### src/rtl/dmace_pkg.sv
package dmace_pkg;

    typedef enum logic [1:0] {
        DIR_FIXED  = 2'b00,
        DIR_UP     = 2'b01,
        DIR_DOWN   = 2'b10,
        DIR_FIXED2 = 2'b11
    } dir_e;

endpackage

### src/rtl/dmace_count_unit.sv
module dmace_count_unit #(
    parameter int CNT_W = 16
) (
    input  logic             clk,
    input  logic             rst_n,
    input  logic             xfer,
    input  logic             repeat_mode,
    input  logic             cnt_wr,
    input  logic [CNT_W-1:0] cnt_wdata,
    input  logic             en_set,
    input  logic             en_clr,
    output logic [CNT_W-1:0] cnt_q,
    output logic             en_q,
    output logic             end_q,
    output logic             accept,
    output logic             wrap
);
    localparam int HALF = CNT_W / 2;

    typedef struct packed {
        logic [CNT_W-1:0] cnt;
        logic             en;
        logic             fin;
    } cstate_t;

    cstate_t          st_d, st_q;
    logic [CNT_W-1:0] full_next;
    logic [HALF-1:0]  lo_next;
    logic [HALF-1:0]  hi_hold;
    logic             seq_done;

    always_comb begin
        accept    = xfer && st_q.en;
        full_next = st_q.cnt - CNT_W'(1);
        lo_next   = st_q.cnt[HALF-1:0] - HALF'(1);
        hi_hold   = st_q.cnt[CNT_W-1:HALF];
        wrap      = accept && repeat_mode && (lo_next == '0);
        seq_done  = accept && !repeat_mode && (full_next == '0);

        st_d     = st_q;
        st_d.fin = wrap || seq_done;

        if (cnt_wr) begin
            st_d.cnt = cnt_wdata;
        end else if (accept) begin
            if (repeat_mode) begin
                st_d.cnt = wrap ? {hi_hold, hi_hold} : {hi_hold, lo_next};
            end else begin
                st_d.cnt = full_next;
            end
        end

        if (en_clr) begin
            st_d.en = 1'b0;
        end else if (en_set) begin
            st_d.en = 1'b1;
        end else if (seq_done) begin
            st_d.en = 1'b0;
        end
    end

    always_ff @(posedge clk or negedge rst_n) begin
        if (!rst_n) begin
            st_q <= '0;
        end else begin
            st_q <= st_d;
        end
    end

    assign cnt_q = st_q.cnt;
    assign en_q  = st_q.en;
    assign end_q = st_q.fin;

    p_dec_r1: assert property (@(posedge clk) disable iff (!rst_n)
        (xfer && en_q && !repeat_mode && !cnt_wr) |=> (cnt_q == $past(cnt_q) - CNT_W'(1)));

    p_stop_r2: assert property (@(posedge clk) disable iff (!rst_n)
        (xfer && en_q && !repeat_mode && cnt_q == CNT_W'(1) && !en_set) |=> !en_q);

    p_hi_kept_r3: assert property (@(posedge clk) disable iff (!rst_n)
        (xfer && en_q && repeat_mode && !cnt_wr) |=>
        (cnt_q[CNT_W-1:HALF] == $past(cnt_q[CNT_W-1:HALF])));

    p_reload_r4: assert property (@(posedge clk) disable iff (!rst_n)
        (xfer && en_q && repeat_mode && cnt_q[HALF-1:0] == HALF'(1) && !cnt_wr) |=>
        (cnt_q[HALF-1:0] == $past(cnt_q[CNT_W-1:HALF])));

    p_keep_en_r6: assert property (@(posedge clk) disable iff (!rst_n)
        (en_q && repeat_mode && !en_clr) |=> en_q);

    p_end_cause_r9: assert property (@(posedge clk) disable iff (!rst_n)
        end_q |-> ($past(xfer) && $past(en_q)));

    p_ignore_r10: assert property (@(posedge clk) disable iff (!rst_n)
        (xfer && !en_q && !cnt_wr) |=> ($stable(cnt_q) && !end_q));

endmodule

### src/rtl/dmace_addr_unit.sv
module dmace_addr_unit #(
    parameter int ADDR_W = 24
) (
    input  logic              clk,
    input  logic              rst_n,
    input  logic              advance,
    input  logic              restore,
    input  logic [1:0]        step_dir,
    input  logic              step_wide,
    input  logic              addr_wr,
    input  logic [ADDR_W-1:0] addr_wdata,
    output logic [ADDR_W-1:0] addr_q
);
    import dmace_pkg::*;

    typedef struct packed {
        logic [ADDR_W-1:0] addr;
        logic [ADDR_W-1:0] shadow;
    } astate_t;

    astate_t           st_d, st_q;
    logic [ADDR_W-1:0] delta;
    dir_e              dir;

    always_comb begin
        dir   = dir_e'(step_dir);
        delta = step_wide ? ADDR_W'(2) : ADDR_W'(1);
        st_d  = st_q;
        if (addr_wr) begin
            st_d.addr   = addr_wdata;
            st_d.shadow = addr_wdata;
        end else if (restore) begin
            st_d.addr = st_q.shadow;
        end else if (advance) begin
            case (dir)
                DIR_UP:   st_d.addr = st_q.addr + delta;
                DIR_DOWN: st_d.addr = st_q.addr - delta;
                default:  st_d.addr = st_q.addr;
            endcase
        end
    end

    always_ff @(posedge clk or negedge rst_n) begin
        if (!rst_n) begin
            st_q <= '0;
        end else begin
            st_q <= st_d;
        end
    end

    assign addr_q = st_q.addr;

    p_restore_r5: assert property (@(posedge clk) disable iff (!rst_n)
        (restore && !addr_wr) |=> (addr_q == $past(st_q.shadow)));

    p_capture_r7: assert property (@(posedge clk) disable iff (!rst_n)
        addr_wr |=> (st_q.shadow == $past(addr_wdata) && addr_q == $past(addr_wdata)));

    p_fixed_r8: assert property (@(posedge clk) disable iff (!rst_n)
        (advance && !restore && !addr_wr && (step_dir == 2'b00 || step_dir == 2'b11))
        |=> $stable(addr_q));

    p_idle_r10: assert property (@(posedge clk) disable iff (!rst_n)
        (!advance && !restore && !addr_wr) |=> $stable(addr_q));

endmodule

### src/rtl/dma_count_engine.sv
module dma_count_engine #(
    parameter int ADDR_W = 24,
    parameter int CNT_W  = 16
) (
    input  logic              clk,
    input  logic              rst_n,
    input  logic              xfer,
    input  logic              repeat_mode,
    input  logic [1:0]        step_dir,
    input  logic              step_wide,
    input  logic              addr_wr,
    input  logic [ADDR_W-1:0] addr_wdata,
    input  logic              cnt_wr,
    input  logic [CNT_W-1:0]  cnt_wdata,
    input  logic              en_set,
    input  logic              en_clr,
    output logic [ADDR_W-1:0] cur_addr,
    output logic [CNT_W-1:0]  cur_count,
    output logic              chan_en,
    output logic              end_pulse
);
    logic accept;
    logic wrap;

    dmace_count_unit #(.CNT_W(CNT_W)) u_count (
        .clk         (clk),
        .rst_n       (rst_n),
        .xfer        (xfer),
        .repeat_mode (repeat_mode),
        .cnt_wr      (cnt_wr),
        .cnt_wdata   (cnt_wdata),
        .en_set      (en_set),
        .en_clr      (en_clr),
        .cnt_q       (cur_count),
        .en_q        (chan_en),
        .end_q       (end_pulse),
        .accept      (accept),
        .wrap        (wrap)
    );

    dmace_addr_unit #(.ADDR_W(ADDR_W)) u_addr (
        .clk        (clk),
        .rst_n      (rst_n),
        .advance    (accept),
        .restore    (wrap),
        .step_dir   (step_dir),
        .step_wide  (step_wide),
        .addr_wr    (addr_wr),
        .addr_wdata (addr_wdata),
        .addr_q     (cur_addr)
    );

    p_end_means_wrap_or_stop_r9: assert property (@(posedge clk) disable iff (!rst_n)
        (accept && !repeat_mode && cur_count == CNT_W'(1)) |=> end_pulse);

endmodule

### config.mk
export PLATFORM = sky130hd
export DESIGN_NAME = dma_count_engine
export DESIGN_NICKNAME = d
export VERILOG_FILES = /design/src/rtl/dmace_pkg.sv /design/src/rtl/dmace_count_unit.sv /design/src/rtl/dmace_addr_unit.sv /design/src/rtl/dma_count_engine.sv
export SDC_FILE = /design/constraint.sdc
export NUM_CORES = 1
export LEC_CHECK = 0
export BUFFER_PORTS_ARGS = -buffer_cell sky130_fd_sc_hd__buf_2
export CAP_MARGIN = 0
export CORE_MARGIN = 2
export CORE_UTILIZATION = 58
export DETAILED_ROUTE_END_ITERATION = 7
export PLACE_DENSITY_LB_ADDON = 0.15
export SKIP_LAST_GASP = 1
export SYNTH_ARGS = -nofsm -noshare
export SYNTH_HDL_FRONTEND = slang
export SYNTH_HIERARCHICAL = 1
export SYNTH_SLANG_ARGS = --single-unit
export TNS_END_PERCENT = 10
### constraint.sdc
create_clock -name clk -period 8.9 [get_ports clk]
set_input_delay 1.78 -clock clk [delete_from_list [all_inputs] [get_ports clk]]
set_output_delay 1.78 -clock clk [all_outputs]
set_load 0.01 [all_outputs]
==> impl_results.html <==
<table>
<tr><th>Metric</th><th>Value</th></tr>
<tr><th colspan="2">Global routing</th></tr>
<tr><td>Total GRT Usage</td><td>0.301</td></tr>
<tr><td>GRT overflow</td><td>0</td></tr>
<tr><td>Number of global-route vias before repair</td><td>around 4900</td></tr>
<tr><td>Maximum number of pins on one net before global-route repair</td><td>between 60 and 70</td></tr>
<tr><td>Initial antenna violation count</td><td>1</td></tr>
<tr><td>First-pass GRT wire length</td><td>about 25000 µm</td></tr>
<tr><th colspan="2">Synthesis</th></tr>
<tr><td>Share of async-settable or async-resettable flops after synthesis</td><td>1.00</td></tr>
<tr><td>Cell count after synthesis</td><td>approximately 670</td></tr>
<tr><td>Average size of a mapped cell</td><td>around 8.4 µm²</td></tr>
<tr><td>Netlist area before placement</td><td>roughly 5600 µm²</td></tr>
<tr><td>Count of different cell masters after synthesis</td><td>slightly above 80</td></tr>
<tr><td>Area share of the largest cell type after synthesis</td><td>0.297</td></tr>
<tr><td>Post-synth EDFFs</td><td>0</td></tr>
<tr><td>Largest family of logic cells by synthesized area</td><td>compound AO/OA/AOI/OAI gates</td></tr>
<tr><td>Proportion of synthesized chip area in sequential cells</td><td>0.297</td></tr>
<tr><td>Post-Synth XOR/XNOR Area</td><td>0.0644</td></tr>
<tr><td>Cell types with the highest counts after synthesis</td><td>66 x dfrtp_1, 53 x nand2_1, 46 x o21ai_0, 44 x nor2_1, 36 x a21oi_1</td></tr>
<tr><td>Leading post-synthesis cells by cell area</td><td>dfrtp_1 30%, mux2_2 4.3%, o21ai_0 4.1%, buf_4 3.7%, nand2_1 3.6%</td></tr>
<tr><td>Cell with the most instances after synthesis</td><td>dfrtp_1</td></tr>
<tr><td>Number of storage elements in the synthesis netlist</td><td>66</td></tr>
<tr><td>Simple-gate portion of the synthesized area</td><td>0.226</td></tr>
<tr><td>Main synth FF type</td><td>dfrtp_1</td></tr>
<tr><td>Complex-gate fraction of the synthesized area</td><td>0.247</td></tr>
<tr><td>Fraction of the mapped netlist area in adder cells</td><td>0.0171</td></tr>
<tr><td>Synthesis warning total</td><td>6</td></tr>
<tr><td>Post-synthesis cell type with the largest combined area</td><td>dfrtp_1</td></tr>
<tr><td>Syn Nets</td><td>723</td></tr>
<tr><td>Multiplexer share of the synthesized area</td><td>0.0570</td></tr>
<tr><th colspan="2">Floorplanning</th></tr>
<tr><td>Core area</td><td>9280 µm²</td></tr>
<tr><td>DIE HEIGHT</td><td>102 µm</td></tr>
<tr><td>IO Count</td><td>93</td></tr>
<tr><td>Width of the chip</td><td>102 µm</td></tr>
<tr><td>Num rows</td><td>35</td></tr>
<tr><td>Initial cell density of the core</td><td>0.598</td></tr>
<tr><td>Die outline area</td><td>about 10000 µm²</td></tr>
<tr><th colspan="2">Job</th></tr>
<tr><td>Number of max-cap violations</td><td>0</td></tr>
<tr><th colspan="2">Critical path</th></tr>
<tr><td>Data arrival time at the worst-slack endpoint</td><td>5570 ps</td></tr>
<tr><td>Setup Crit Path Kind</td><td>flip-flop to flip-flop</td></tr>
<tr><td>R2r startpoint</td><td>u_count/cnt_q[1]</td></tr>
<tr><td>Worst Setup End Kind</td><td>flip-flop</td></tr>
<tr><td>Worst setup slack for register-to-register paths</td><td>approximately 3600 ps</td></tr>
<tr><td>CP max stage cell</td><td>o31ai_2</td></tr>
<tr><td>Worst Setup EP</td><td>u_addr/addr_q[19]</td></tr>
<tr><td>Top Family by Delay on Critical Path</td><td>simple AND/OR/NAND/NOR gates</td></tr>
<tr><td>Cell-by-cell trace of the critical path</td><td>inv_1 &gt; ha_1 &gt; or4b_1 &gt; xnor2_2 &gt; o31ai_2 &gt; nand4_1 &gt; inv_1 &gt; nor2_1 &gt; nand2_1 &gt; nand2_1 &gt; a211oi_1 &gt; a21oi_1 &gt; o21ai_0 &gt; a21oi_1</td></tr>
<tr><td>Worst path required time</td><td>9140 ps</td></tr>
<tr><td>R2r endpoint</td><td>u_addr/addr_q[19]</td></tr>
<tr><td>Critical-path maximum fanout</td><td>23</td></tr>
<tr><td>Critical path's largest stage delay</td><td>690 ps</td></tr>
<tr><td>Crit path buf inv count</td><td>2</td></tr>
<tr><td>Startpoint of the worst setup timing path</td><td>u_count/cnt_q[1]</td></tr>
<tr><td>Count of cells along the worst register-to-register path</td><td>14</td></tr>
<tr><td>Instance count on the critical path</td><td>14</td></tr>
<tr><td>Crit start category</td><td>flip-flop</td></tr>
<tr><th colspan="2">Pwr</th></tr>
<tr><td>PD cells</td><td>158 nW/µm²</td></tr>
<tr><td>Max rail drop VDD</td><td>around 0.085 mV</td></tr>
<tr><td>Lkg Pwr</td><td>approximately 2.5 nW</td></tr>
<tr><th colspan="2">STA</th></tr>
<tr><td>RSZ-0062 raised after global routing</td><td>false</td></tr>
<tr><td>Final hold slack</td><td>492 ps</td></tr>
<tr><td>Transition time of the tightest slew-check pin</td><td>just under 900 ps</td></tr>
<tr><td>Fin crit share</td><td>0.599</td></tr>
<tr><td>Total setup violations reported at the end of the flow</td><td>0</td></tr>
<tr><td>Setup_tns</td><td>0 ps</td></tr>
<tr><td>Final worst setup slack</td><td>about 3600 ps</td></tr>
<tr><td>Minimum clock period after layout</td><td>around 5300 ps</td></tr>
<tr><td>Slew headroom</td><td>0.420</td></tr>
<tr><td>Setup Skew</td><td>between 8 and 9 ps</td></tr>
<tr><td>Pins over their slew limit</td><td>0</td></tr>
<tr><td>Number of hold-slack violations in the final timing report</td><td>0</td></tr>
<tr><td>Maximum operating frequency</td><td>188 MHz</td></tr>
<tr><th colspan="2">Placed design</th></tr>
<tr><td>Estimated wirelength of the detail-placed design</td><td>roughly 11000 µm</td></tr>
<tr><td>Pre-CTS setup slack</td><td>around 3500 ps</td></tr>
<tr><td>Routability congestion estimate from global placement</td><td>0.959</td></tr>
<tr><td>Dpl cell area</td><td>slightly below 6000 µm²</td></tr>
<tr><td># port buffers</td><td>just over 90</td></tr>
<tr><th colspan="2">CTS</th></tr>
<tr><td>Hold-fix buffer count after cts</td><td>0</td></tr>
<tr><td>Bufs on Longest Clock Path</td><td>2</td></tr>
<tr><td>Total CTS buffers</td><td>9</td></tr>
<tr><td>Post-CTS clock slew at the launch and capture registers of the worst setup and hold paths</td><td>80 ps</td></tr>
<tr><td>CTS tree</td><td>built</td></tr>
<tr><td>CTS-repair resized insts</td><td>0</td></tr>
<tr><td>Number of sinks driven by the clock tree</td><td>66</td></tr>
<tr><td>Maximum level of the CTS H-tree</td><td>3</td></tr>
<tr><td>Clk Latency, worst-skew pair</td><td>between 300 and 400 ps</td></tr>
<tr><td>Number of buffers inserted to repair setup after CTS</td><td>0</td></tr>
<tr><td>Clock root cell</td><td>clkbuf_8</td></tr>
<tr><th colspan="2">Routing</th></tr>
<tr><td>Detailed-route wire length per cell</td><td>about 18 µm</td></tr>
<tr><td>Number of DRC markers after the initial detailed-route iteration</td><td>approximately 330</td></tr>
<tr><td>Drt drc</td><td>0</td></tr>
<tr><td>DR pass1 iterations</td><td>7</td></tr>
<tr><td>Antenna Nets Post-Route</td><td>0</td></tr>
<tr><td>Total wire length</td><td>between 15000 and 20000 µm</td></tr>
<tr><td>Mean number of vias per cell</td><td>around 6.4</td></tr>
<tr><td>Count of vias placed by the detailed router</td><td>~5300</td></tr>
<tr><th colspan="2">Status</th></tr>
<tr><td>Status</td><td>finished, final reports clean</td></tr>
<tr><th colspan="2">Finish</th></tr>
<tr><td>Final Net Count</td><td>approximately 750</td></tr>
<tr><td>Layout overhead on the synthesized area</td><td>7.75%</td></tr>
<tr><td>Ratio of cells with drive above 1 in the final layout</td><td>0.221</td></tr>
<tr><td>Post-Layout Inst Area</td><td>~6000 µm²</td></tr>
<tr><td>Utilization after layout</td><td>0.644</td></tr>
<tr><th colspan="2">Worst hold path</th></tr>
<tr><td>Worst Hold Class</td><td>flip-flop to flip-flop</td></tr>
<tr><td>Cells on Worst Hold Path</td><td>1</td></tr>
</table>
==> final cells by class <==
class	count	area, µm²
clock inverter	7	53.8
clock buffer	9	124
multi-input combinational	496	3390
inverter	26	97.6
antenna	1	2.50
fill	868	3300
sequential	66	1650
timing repair buffer	97	498
tap	129	161
==> stage by stage <==
step	std cells	power [mW]
global route	830	1.01
finish	831	0.947
global placement	814	0.701
detailed placement	814	0.708
CTS	830	0.948
floorplan	665	0.639
==> layer usage <==
| metal | vias up | share of wire | GRT usage | routed length, µm |
|---|---|---|---|---|
| li1 | 2482 | - | - | - |
| met1 | 2521 | 0.43 | 0.421 | 6580 |
| met2 | 251 | 0.46 | 0.480 | 7070 |
| met3 | 41 | 0.079 | 0.0458 | 1200 |
| met4 | 0 | 0.027 | 0.105 | 417 |
| met5 | - | 0 | 0 | 0 |
==> how the worst min path moves through the flow <==
stage	start	to	slack, ps
global placement	u_addr/st_q[20]	u_addr/st_q[20]	460
detailed placement	u_addr/st_q[20]	u_addr/st_q[20]	470
finish	u_addr/st_q[20]	u_addr/st_q[20]	490
CTS	u_addr/st_q[20]	u_addr/st_q[20]	490
floorplan	u_addr/st_q[20]	u_addr/st_q[20]	450
global route	u_addr/st_q[20]	u_addr/st_q[20]	520
==> power by group <==
part | switching, mW | total (mW) | internal [mW]
Clock | 0.136 | 0.238 | 0.103
Sequential | 0.0819 | 0.417 | 0.335
Combinational | 0.160 | 0.291 | 0.132
==> placed cells by master (no fill, tap or decap), types with 6 or more instances in the layout <==
cell / instances
a31oi_1: 7
mux2i_1: 8
nand2_1: 53
a32oi_1: 10
o21ai_0: 46
and3_1: 7
xnor2_1: 22
mux2_2: 21
o211ai_1: 9
nor3_1: 23
inv_1: 24
nand2b_1: 12
nor2_1: 44
nand3_1: 17
and3b_1: 6
buf_2: 92
o31ai_1: 6
a21oi_1: 36
nor2b_1: 11
o31a_1: 7
and4b_1: 6
o21a_1: 7
xor2_1: 17
or3_1: 7
nand4_1: 7
dfrtp_1: 66
nor4_1: 6
clkbuf_8: 9
a22oi_1: 12
==> sequential cells by signal (all words and copies together) (netlist names) <==
signal,cells
u_count/end_q,1
u_count/cnt_q,16
u_count/en_q,1
u_addr/addr_q,24
u_addr/st_q,24
==> worst register-to-register path, cell delays in order, from the launching register on <==
cell      delay (ps)
dfrtp_1          510
inv_1            170
ha_1             290
or4b_1           620
xnor2_2          200
o31ai_2          700
nand4_1          240
inv_1            680
nor2_1           300
nand2_1          530
nand2_1          200
a211oi_1         330
a21oi_1          120
o21ai_0          240
a21oi_1           70
==> logic make-up after synthesis <==
group	Yosys count
compound gates	197
xor+xnor	40
fa+ha+maj	7
buf+inv	103
flops	66
mux	29
simple gates	223
No activity file was read; power rests on OpenSTA's default activity.
